## src/rtl/arp_pkg.sv

```systemverilog
package arp_pkg;

    localparam int ENTRY_BYTES = 64;
    localparam int ENTRY_W     = ENTRY_BYTES * 8;
    localparam int ENTRY_SHIFT = $clog2(ENTRY_BYTES);
    localparam int IDX_W       = 16;   // index fields are 16 bits in the attribute layout
    localparam int REG_AW      = 3;
    localparam int IRQ_BIT     = 16;

    localparam logic [REG_AW-1:0] RA_BASE_LO = 3'd0;
    localparam logic [REG_AW-1:0] RA_BASE_HI = 3'd1;
    localparam logic [REG_AW-1:0] RA_IDX     = 3'd2;
    localparam logic [REG_AW-1:0] RA_PROD    = 3'd3;
    localparam logic [REG_AW-1:0] RA_STS     = 3'd4;
    localparam logic [REG_AW-1:0] RA_EN      = 3'd5;

    typedef enum logic [1:0] {
        W_IDLE  = 2'd0,
        W_ISSUE = 2'd1,
        W_WAIT  = 2'd2
    } wr_state_e;

    typedef struct packed {
        logic [63:0]      base;
        logic [IDX_W-1:0] count;
        logic [IDX_W-1:0] rd_idx;
    } ring_cfg_t;

    // Successor of a ring index for a ring of cnt slots.
    function automatic logic [IDX_W-1:0] ring_succ(input logic [IDX_W-1:0] idx,
                                                  input logic [IDX_W-1:0] cnt);
        logic [IDX_W:0] inc;
        inc = {1'b0, idx} + {{IDX_W{1'b0}}, 1'b1};
        if (inc == {1'b0, cnt})
            return '0;
        return inc[IDX_W-1:0];
    endfunction

endpackage

```

## src/rtl/arp_regfile.sv

```systemverilog
module arp_regfile
    import arp_pkg::*;
(
    input  logic              clk,
    input  logic              rst,
    input  logic              reg_wen,
    input  logic [REG_AW-1:0] reg_addr,
    input  logic [31:0]       reg_wdata,
    output logic [31:0]       reg_rdata,
    input  logic [IDX_W-1:0]  wr_idx,
    input  logic              commit,
    output ring_cfg_t         cfg,
    output logic              irq
);

    ring_cfg_t cfg_q;
    logic      sts_q;
    logic      en_q;

    always_ff @(posedge clk) begin
        if (rst) begin
            cfg_q <= '0;
            sts_q <= 1'b0;
            en_q  <= 1'b0;
        end else begin
            if (reg_wen) begin
                case (reg_addr)
                    RA_BASE_LO: cfg_q.base[31:0]  <= reg_wdata;
                    RA_BASE_HI: cfg_q.base[63:32] <= reg_wdata;
                    RA_IDX: begin
                        cfg_q.count  <= reg_wdata[IDX_W-1:0];
                        cfg_q.rd_idx <= reg_wdata[16 +: IDX_W];
                    end
                    RA_EN:      en_q <= reg_wdata[IRQ_BIT];
                    default: ;
                endcase
            end
            if (commit)
                sts_q <= 1'b1;
            else if (reg_wen && reg_addr == RA_STS && reg_wdata[IRQ_BIT])
                sts_q <= 1'b0;
        end
    end

    always_comb begin
        reg_rdata = '0;
        case (reg_addr)
            RA_BASE_LO: reg_rdata = cfg_q.base[31:0];
            RA_BASE_HI: reg_rdata = cfg_q.base[63:32];
            RA_IDX:     reg_rdata = {16'(cfg_q.rd_idx), 16'(cfg_q.count)};
            RA_PROD:    reg_rdata = {16'h0, 16'(wr_idx)};
            RA_STS:     reg_rdata[IRQ_BIT] = sts_q;
            RA_EN:      reg_rdata[IRQ_BIT] = en_q;
            default:    reg_rdata = '0;
        endcase
    end

    assign cfg = cfg_q;
    assign irq = sts_q & en_q;

endmodule

```

## src/rtl/arp_ring_state.sv

```systemverilog
module arp_ring_state
    import arp_pkg::*;
(
    input  logic             clk,
    input  logic             rst,
    input  logic             commit,
    input  logic [IDX_W-1:0] count,
    input  logic [IDX_W-1:0] rd_idx,
    output logic [IDX_W-1:0] wr_idx,
    output logic             has_room
);

    logic [IDX_W-1:0] wr_q;
    logic [IDX_W-1:0] succ;
    logic             usable;

    assign succ   = ring_succ(wr_q, count);
    assign usable = count > IDX_W'(1);

    always_ff @(posedge clk) begin
        if (rst)
            wr_q <= '0;
        else if (commit)
            wr_q <= succ;
    end

    assign wr_idx   = wr_q;
    assign has_room = usable && (succ != rd_idx);

endmodule

```

## src/rtl/arp_writer.sv

```systemverilog
module arp_writer
    import arp_pkg::*;
#(
    parameter int ADDR_W   = 64,
    parameter int FUNC_W   = 8,
    parameter int FUNC_LSB = 64
) (
    input  logic               clk,
    input  logic               rst,
    input  logic               has_room,
    input  logic [ADDR_W-1:0]  base,
    input  logic [IDX_W-1:0]   wr_idx,
    input  logic               cmd_valid,
    output logic               cmd_ready,
    input  logic [FUNC_W-1:0]  cmd_func,
    input  logic [ENTRY_W-1:0] cmd_data,
    output logic               mw_valid,
    input  logic               mw_ready,
    output logic [ADDR_W-1:0]  mw_addr,
    output logic [ENTRY_W-1:0] mw_data,
    input  logic               mw_resp_valid,
    output logic               commit
);

    wr_state_e          state_q;
    logic [ENTRY_W-1:0] entry_q;
    logic [ADDR_W-1:0]  addr_q;
    logic [ENTRY_W-1:0] stamped;
    logic [ADDR_W-1:0]  slot_addr;

    always_comb begin
        stamped = cmd_data;
        stamped[FUNC_LSB +: FUNC_W] = cmd_func;
    end

    assign slot_addr = base + (ADDR_W'(wr_idx) << ENTRY_SHIFT);
    assign cmd_ready = (state_q == W_IDLE) && has_room;

    always_ff @(posedge clk) begin
        if (rst) begin
            state_q <= W_IDLE;
            entry_q <= '0;
            addr_q  <= '0;
        end else begin
            case (state_q)
                W_IDLE: if (cmd_valid && cmd_ready) begin
                    entry_q <= stamped;
                    addr_q  <= slot_addr;
                    state_q <= W_ISSUE;
                end
                W_ISSUE: if (mw_ready) state_q <= W_WAIT;
                W_WAIT:  if (mw_resp_valid) state_q <= W_IDLE;
                default: state_q <= W_IDLE;
            endcase
        end
    end

    assign mw_valid = (state_q == W_ISSUE);
    assign mw_addr  = addr_q;
    assign mw_data  = entry_q;
    assign commit   = (state_q == W_WAIT) && mw_resp_valid;

endmodule

```

## src/rtl/admin_ring_producer.sv

```systemverilog
module admin_ring_producer
    import arp_pkg::*;
#(
    parameter int ADDR_W   = 64,
    parameter int FUNC_W   = 8,
    parameter int FUNC_LSB = 64
) (
    input  logic               clk,
    input  logic               rst,
    input  logic               cmd_valid,
    output logic               cmd_ready,
    input  logic [FUNC_W-1:0]  cmd_func,
    input  logic [ENTRY_W-1:0] cmd_data,
    output logic               mw_valid,
    input  logic               mw_ready,
    output logic [ADDR_W-1:0]  mw_addr,
    output logic [ENTRY_W-1:0] mw_data,
    input  logic               mw_resp_valid,
    input  logic               reg_wen,
    input  logic [REG_AW-1:0]  reg_addr,
    input  logic [31:0]        reg_wdata,
    output logic [31:0]        reg_rdata,
    output logic               irq
);

    ring_cfg_t        cfg;
    logic [IDX_W-1:0] wr_idx;
    logic             has_room;
    logic             commit;

    arp_regfile i_regs (
        .clk       (clk),
        .rst       (rst),
        .reg_wen   (reg_wen),
        .reg_addr  (reg_addr),
        .reg_wdata (reg_wdata),
        .reg_rdata (reg_rdata),
        .wr_idx    (wr_idx),
        .commit    (commit),
        .cfg       (cfg),
        .irq       (irq)
    );

    arp_ring_state i_ring (
        .clk      (clk),
        .rst      (rst),
        .commit   (commit),
        .count    (cfg.count),
        .rd_idx   (cfg.rd_idx),
        .wr_idx   (wr_idx),
        .has_room (has_room)
    );

    arp_writer #(
        .ADDR_W   (ADDR_W),
        .FUNC_W   (FUNC_W),
        .FUNC_LSB (FUNC_LSB)
    ) i_writer (
        .clk           (clk),
        .rst           (rst),
        .has_room      (has_room),
        .base          (cfg.base[ADDR_W-1:0]),
        .wr_idx        (wr_idx),
        .cmd_valid     (cmd_valid),
        .cmd_ready     (cmd_ready),
        .cmd_func      (cmd_func),
        .cmd_data      (cmd_data),
        .mw_valid      (mw_valid),
        .mw_ready      (mw_ready),
        .mw_addr       (mw_addr),
        .mw_data       (mw_data),
        .mw_resp_valid (mw_resp_valid),
        .commit        (commit)
    );

endmodule

```

## config.mk

```make
export PLATFORM = sky130hd
export DESIGN_NAME = admin_ring_producer
export DESIGN_NICKNAME = d
export VERILOG_FILES = /design/src/rtl/arp_pkg.sv /design/src/rtl/arp_regfile.sv /design/src/rtl/arp_ring_state.sv /design/src/rtl/arp_writer.sv /design/src/rtl/admin_ring_producer.sv
export SDC_FILE = /design/constraint.sdc
export NUM_CORES = 2
export LEC_CHECK = 0
export BUFFER_PORTS_ARGS = -buffer_cell sky130_fd_sc_hd__buf_2
export CORE_AREA = 2 2 454 456
export CTS_CLUSTER_DIAMETER = 60
export CTS_CLUSTER_SIZE = 20
export DETAILED_ROUTE_END_ITERATION = 12
export DIE_AREA = 0 0 456 458
export GPL_TIMING_DRIVEN = 0
export HOLD_SLACK_MARGIN = 0.02
export PLACE_DENSITY = 0.4
export REMOVE_ABC_BUFFERS = 1
export SYNTH_ARGS = -nofsm -noshare
export SYNTH_HDL_FRONTEND = slang
export SYNTH_SLANG_ARGS = --single-unit
```

## constraint.sdc

```tcl
create_clock -name clk -period 4.6 [get_ports clk]
set_clock_uncertainty 0.05 [all_clocks]
set_input_delay 0.92 -clock clk [delete_from_list [all_inputs] [get_ports clk]]
set_output_delay 0.92 -clock clk [all_outputs]
set_load 0.01 [all_outputs]
```

==> flow_metrics.tcl <==
set metrics [dict create \
    cell_internal_pwr_mw 12.5 \
    placed_cells_incl_taps 7180 \
    cts-root-buf "sky130_fd_sc_hd__clkbuf_16" \
    detail_route.vias_per_cell 4.03 \
    final.period_utilization_pct 99.2 \
    crit_buf_inv 2 \
    netSwitchingFraction_pct 33.0 \
    worstHoldStart "cmd_data[22]" \
    hold_crit_path_type "in -> reg" \
    clkPwrFrac_pct 46.0 \
    syn2layout_area_growth_pct 46.5 \
    design.final.nets 5223 \
    crit_path_end "cmd_ready" \
    async_reset_ff_share_pct 0 \
    clkLatencyLatePin_ns 0.75 \
    worst_path_most_repeated_cell "sky130_fd_sc_hd__or4_4" \
    power.combinational.fraction_pct 17.7 \
    port_buffers 1163 \
    power.share.sequential_pct 36.3 \
    report.final.slew_viol_count 0 \
    grtUsageTotal_pct 16.0 \
    initial_core_util_pct 13.8 \
    cts-root-to-sink-buffers 3 \
    grt_setup_unrepaired "yes" \
    power.ir.vdd_worst_uv 281 \
    critPathMaxFanout 4 \
    antenna_violations_before_repair 114 \
    row_count 166 \
    dominantRegCellSynth "sky130_fd_sc_hd__dfxtp_1" \
    global_route_wire_length_before_repair_microns 235000 \
    setup.worst_path.start_class "flip-flop" \
    yosysUniqueCellTypes 80 \
    synth_area_sq_um 28100 \
    first_global_vias 28200 \
    number_of_synthesized_flops_with_an_enable_pin 0 \
    clkTransAtPathRegs_ns 0.07 \
    die_area_sq_um 209000 \
    ys_seq_elements 692 \
    setup.worst_path.start "i_ring.wr_idx[0]" \
    synth_seq_area_share_pct 49.3 \
    relSlewSlack_pct 4.48 \
    cp_data_arrival_time_ns 3.59 \
    post_synth.cell_area_avg_sq_um 7.90 \
    r2r_slack_ns 0.35 \
    worstRegToRegCells 16 \
    p_sw_mw 6.18 \
    layout.cell_area.non_filler_sq_um 41200 \
    synthMostInstantiatedCell "sky130_fd_sc_hd__nand2_1" \
    crit_path_end_kind "primary output" \
    globalRouteOverflowTotal 0 \
    max_cap_viol_count 0 \
    detailed_place.area_sq_um 36800 \
    rr_startpoint "i_ring.wr_idx[0]" \
    route.vias.total 30000 \
    die_w_microns 456 \
    io-pin-count 1172 \
    required_ns 3.63 \
    cts_hold_repair.buffers 0 \
    run_status "finished, final reports clean" \
    hold-worst-slack_ns 0.333 \
    dp_hpwl_microns 140000 \
    floorplan.core_area_sq_um 204000 \
    ys.warnings.count 0 \
    maximum_number_of_pins_on_one_net_before_global_route_repair 124 \
    final_cell_count_no_fill 7438 \
    drive_above_1_share_pct 32.6 \
    critical_path_class "reg -> out" \
    cp_top_family "simple AND/OR/NAND/NOR gates" \
    htree_levels 3 \
    syn-instance-count 3559 \
    die-height_microns 458 \
    synthTopCellsByCount "sky130_fd_sc_hd__nand2_1, sky130_fd_sc_hd__dfxtp_1, sky130_fd_sc_hd__a21oi_1" \
    drt-initial-drc-count 2287 \
    clkSinkCount 692 \
    cpMaxStageDelayCell "sky130_fd_sc_hd__or4_4" \
    report.power.total_mw 18.7 \
    dr.pass1.iters 6 \
    cpPeakStageDelay_ns 0.62 \
    drcViolationCount 0 \
    power_density_of_the_placed_cells_nw_per_um2 454 \
    synth_largest_area_cell "sky130_fd_sc_hd__dfxtp_1" \
    path_depth 9 \
    hold_viol_final 0 \
    cts_inserted_buffers 102 \
    max_freq_ghz 0.219 \
    synth_top_area_share_pct 49.3 \
    timing.rr.end "i_writer.mw_data[349]" \
    tns_ns 0 \
    antenna_violating_nets_post_route 0 \
    report.final.setup_viol 0 \
    routed_wire_per_std_cell_microns 23.6 \
    cts_tree "done" \
    fill_cells 23200 \
    path_cells "buf_4 -> nand4_1 -> nor2_4 -> o211ai_1 -> or4_4 -> or4_4 -> o311a_4 -> or2_4 -> buf_6" \
    synth_top_cells_by_area "sky130_fd_sc_hd__dfxtp_1, sky130_fd_sc_hd__nand2_1, sky130_fd_sc_hd__a21oi_1" \
    timing.final.crit_period_ns 4.56 \
    transition_time_at_the_pin_with_the_least_slew_margin_ns 1.43 \
    finalWeightedCongestion 0.878 \
    p_leak_nw 17.0 \
    routed_wl_microns 176000 \
]
per-stage QoR:
step	worst slack, ns	utilization [%]
detailed placement	-1.33	18.0
finish	0.0384	20.2
CTS	-0.106	20.1
global placement	-35.76	17.5
floorplan	-16.45	-
global route	-0.0593	20.2
per-layer routing:
layer  wire length [microns]  global-route usage (%)  up-vias
met5                      80                       0        -
met4                    7720                    6.10       12
met3                   15000                    5.52      375
met2                   79900                    25.7     1270
met1                   72900                    19.6    14200
li1                        -                       -    14100
worst min-delay path, stage by stage:
cell,delay (ns)
sky130_fd_sc_hd__buf_2,0.09
sky130_fd_sc_hd__nand2_1,0.04
sky130_fd_sc_hd__a21oi_1,0.05
power by group through the flow:
| stage | Sequential (mW) | Combinational, mW | Clock, mW |
|---|---|---|---|
| floorplan | 7.11 | 1.63 | 0 |
| global placement | 6.73 | 3.10 | 0 |
| detailed placement | 6.92 | 3.34 | 0 |
| CTS | 6.78 | 3.38 | 8.93 |
| global route | 6.84 | 3.62 | 9.15 |
| finish | 6.79 | 3.32 | 8.61 |
sequential cells by signal (all words and copies together), names as in the netlist:
register and cells:
i_writer.mw_addr 64, i_writer.mw_data 512, i_regs.cfg 96, i_ring.wr_idx 16, i_writer.state_q 2, i_regs.en_q 1, i_regs.sts_q 1
placed cells by master (no fill, tap or decap), types with 7 or more instances in the layout:
| cell | n |
|---|---|
| sky130_fd_sc_hd__nand2_1 | 1308 |
| sky130_fd_sc_hd__buf_2 | 1161 |
| sky130_fd_sc_hd__a21oi_1 | 678 |
| sky130_fd_sc_hd__dfxtp_1 | 677 |
| sky130_fd_sc_hd__nor2_1 | 108 |
| sky130_fd_sc_hd__clkbuf_16 | 102 |
| sky130_fd_sc_hd__xnor2_1 | 44 |
| sky130_fd_sc_hd__buf_4 | 41 |
| sky130_fd_sc_hd__a211oi_2 | 40 |
| sky130_fd_sc_hd__nand3_1 | 34 |
| sky130_fd_sc_hd__o21ai_0 | 28 |
| sky130_fd_sc_hd__xor2_1 | 28 |
| sky130_fd_sc_hd__buf_16 | 21 |
| sky130_fd_sc_hd__buf_12 | 20 |
| sky130_fd_sc_hd__a221o_1 | 18 |
| sky130_fd_sc_hd__nor4_1 | 18 |
| sky130_fd_sc_hd__inv_6 | 18 |
| sky130_fd_sc_hd__nor3_1 | 17 |
| sky130_fd_sc_hd__inv_8 | 17 |
| sky130_fd_sc_hd__diode_2 | 16 |
| sky130_fd_sc_hd__inv_1 | 16 |
| sky130_fd_sc_hd__a22o_1 | 16 |
| sky130_fd_sc_hd__mux2i_1 | 16 |
| sky130_fd_sc_hd__nand4_1 | 16 |
| sky130_fd_sc_hd__ha_1 | 16 |
| sky130_fd_sc_hd__dfxtp_4 | 15 |
| sky130_fd_sc_hd__and3_1 | 14 |
| sky130_fd_sc_hd__and2_1 | 11 |
| sky130_fd_sc_hd__nand3b_1 | 9 |
| sky130_fd_sc_hd__a211oi_1 | 9 |
| sky130_fd_sc_hd__bufinv_16 | 9 |
| sky130_fd_sc_hd__clkinv_8 | 9 |
| sky130_fd_sc_hd__nor2b_1 | 8 |
| sky130_fd_sc_hd__clkinvlp_4 | 8 |
| sky130_fd_sc_hd__clkbuf_1 | 8 |
| sky130_fd_sc_hd__and4_1 | 7 |
| sky130_fd_sc_hd__buf_6 | 7 |
cell families (layout without fill, tap and decap cells):
family	Yosys count	in the layout	share of synthesized area, %
AND/OR/NAND/NOR	1606	1607	23.4
AO/OA/AOI/OAI	861	862	17.8
flip-flops	692	692	49.3
buffers and inverters	288	1461	5.71
XOR/XNOR	76	76	2.42
adder cells (fa/ha/maj)	18	18	0.828
multiplexers	18	18	0.645
other	0	16	0
layout make-up:
type / instances / area (sq um) / share of cell area (%)
flip-flops and latches: 692 / 13900 / 33.8
multi-input cells: 2581 / 12900 / 31.3
repair buffers: 1251 / 7190 / 17.5
well taps: 2688 / 3360 / 8.17
clock buffers: 116 / 2670 / 6.47
clock inverters: 78 / 1060 / 2.57
inverters: 16 / 60.1 / 0.146
diodes: 16 / 40.0 / 0.0972
worst min-delay path by stage:
stage,endpoint,slack (ns),depth (start not counted)
finish,i_writer.mw_data[22],0.33,3
global route,i_writer.mw_data[460],0.27,3
CTS,i_writer.mw_data[301],0.23,3
detailed placement,i_writer.mw_data[102],0.39,2
global placement,i_writer.mw_data[60],0.39,2
floorplan,i_writer.mw_addr[0],0.39,2
timing repair:
item | in CTS | in global routing
setup buffers | 30 | 15
resized for setup | 49 | 19
cloned | 2 | 0
pin swaps | 14 | 9
endpoints found under the setup margin | 591 | 2
No activity file was read; power rests on OpenSTA's default activity.
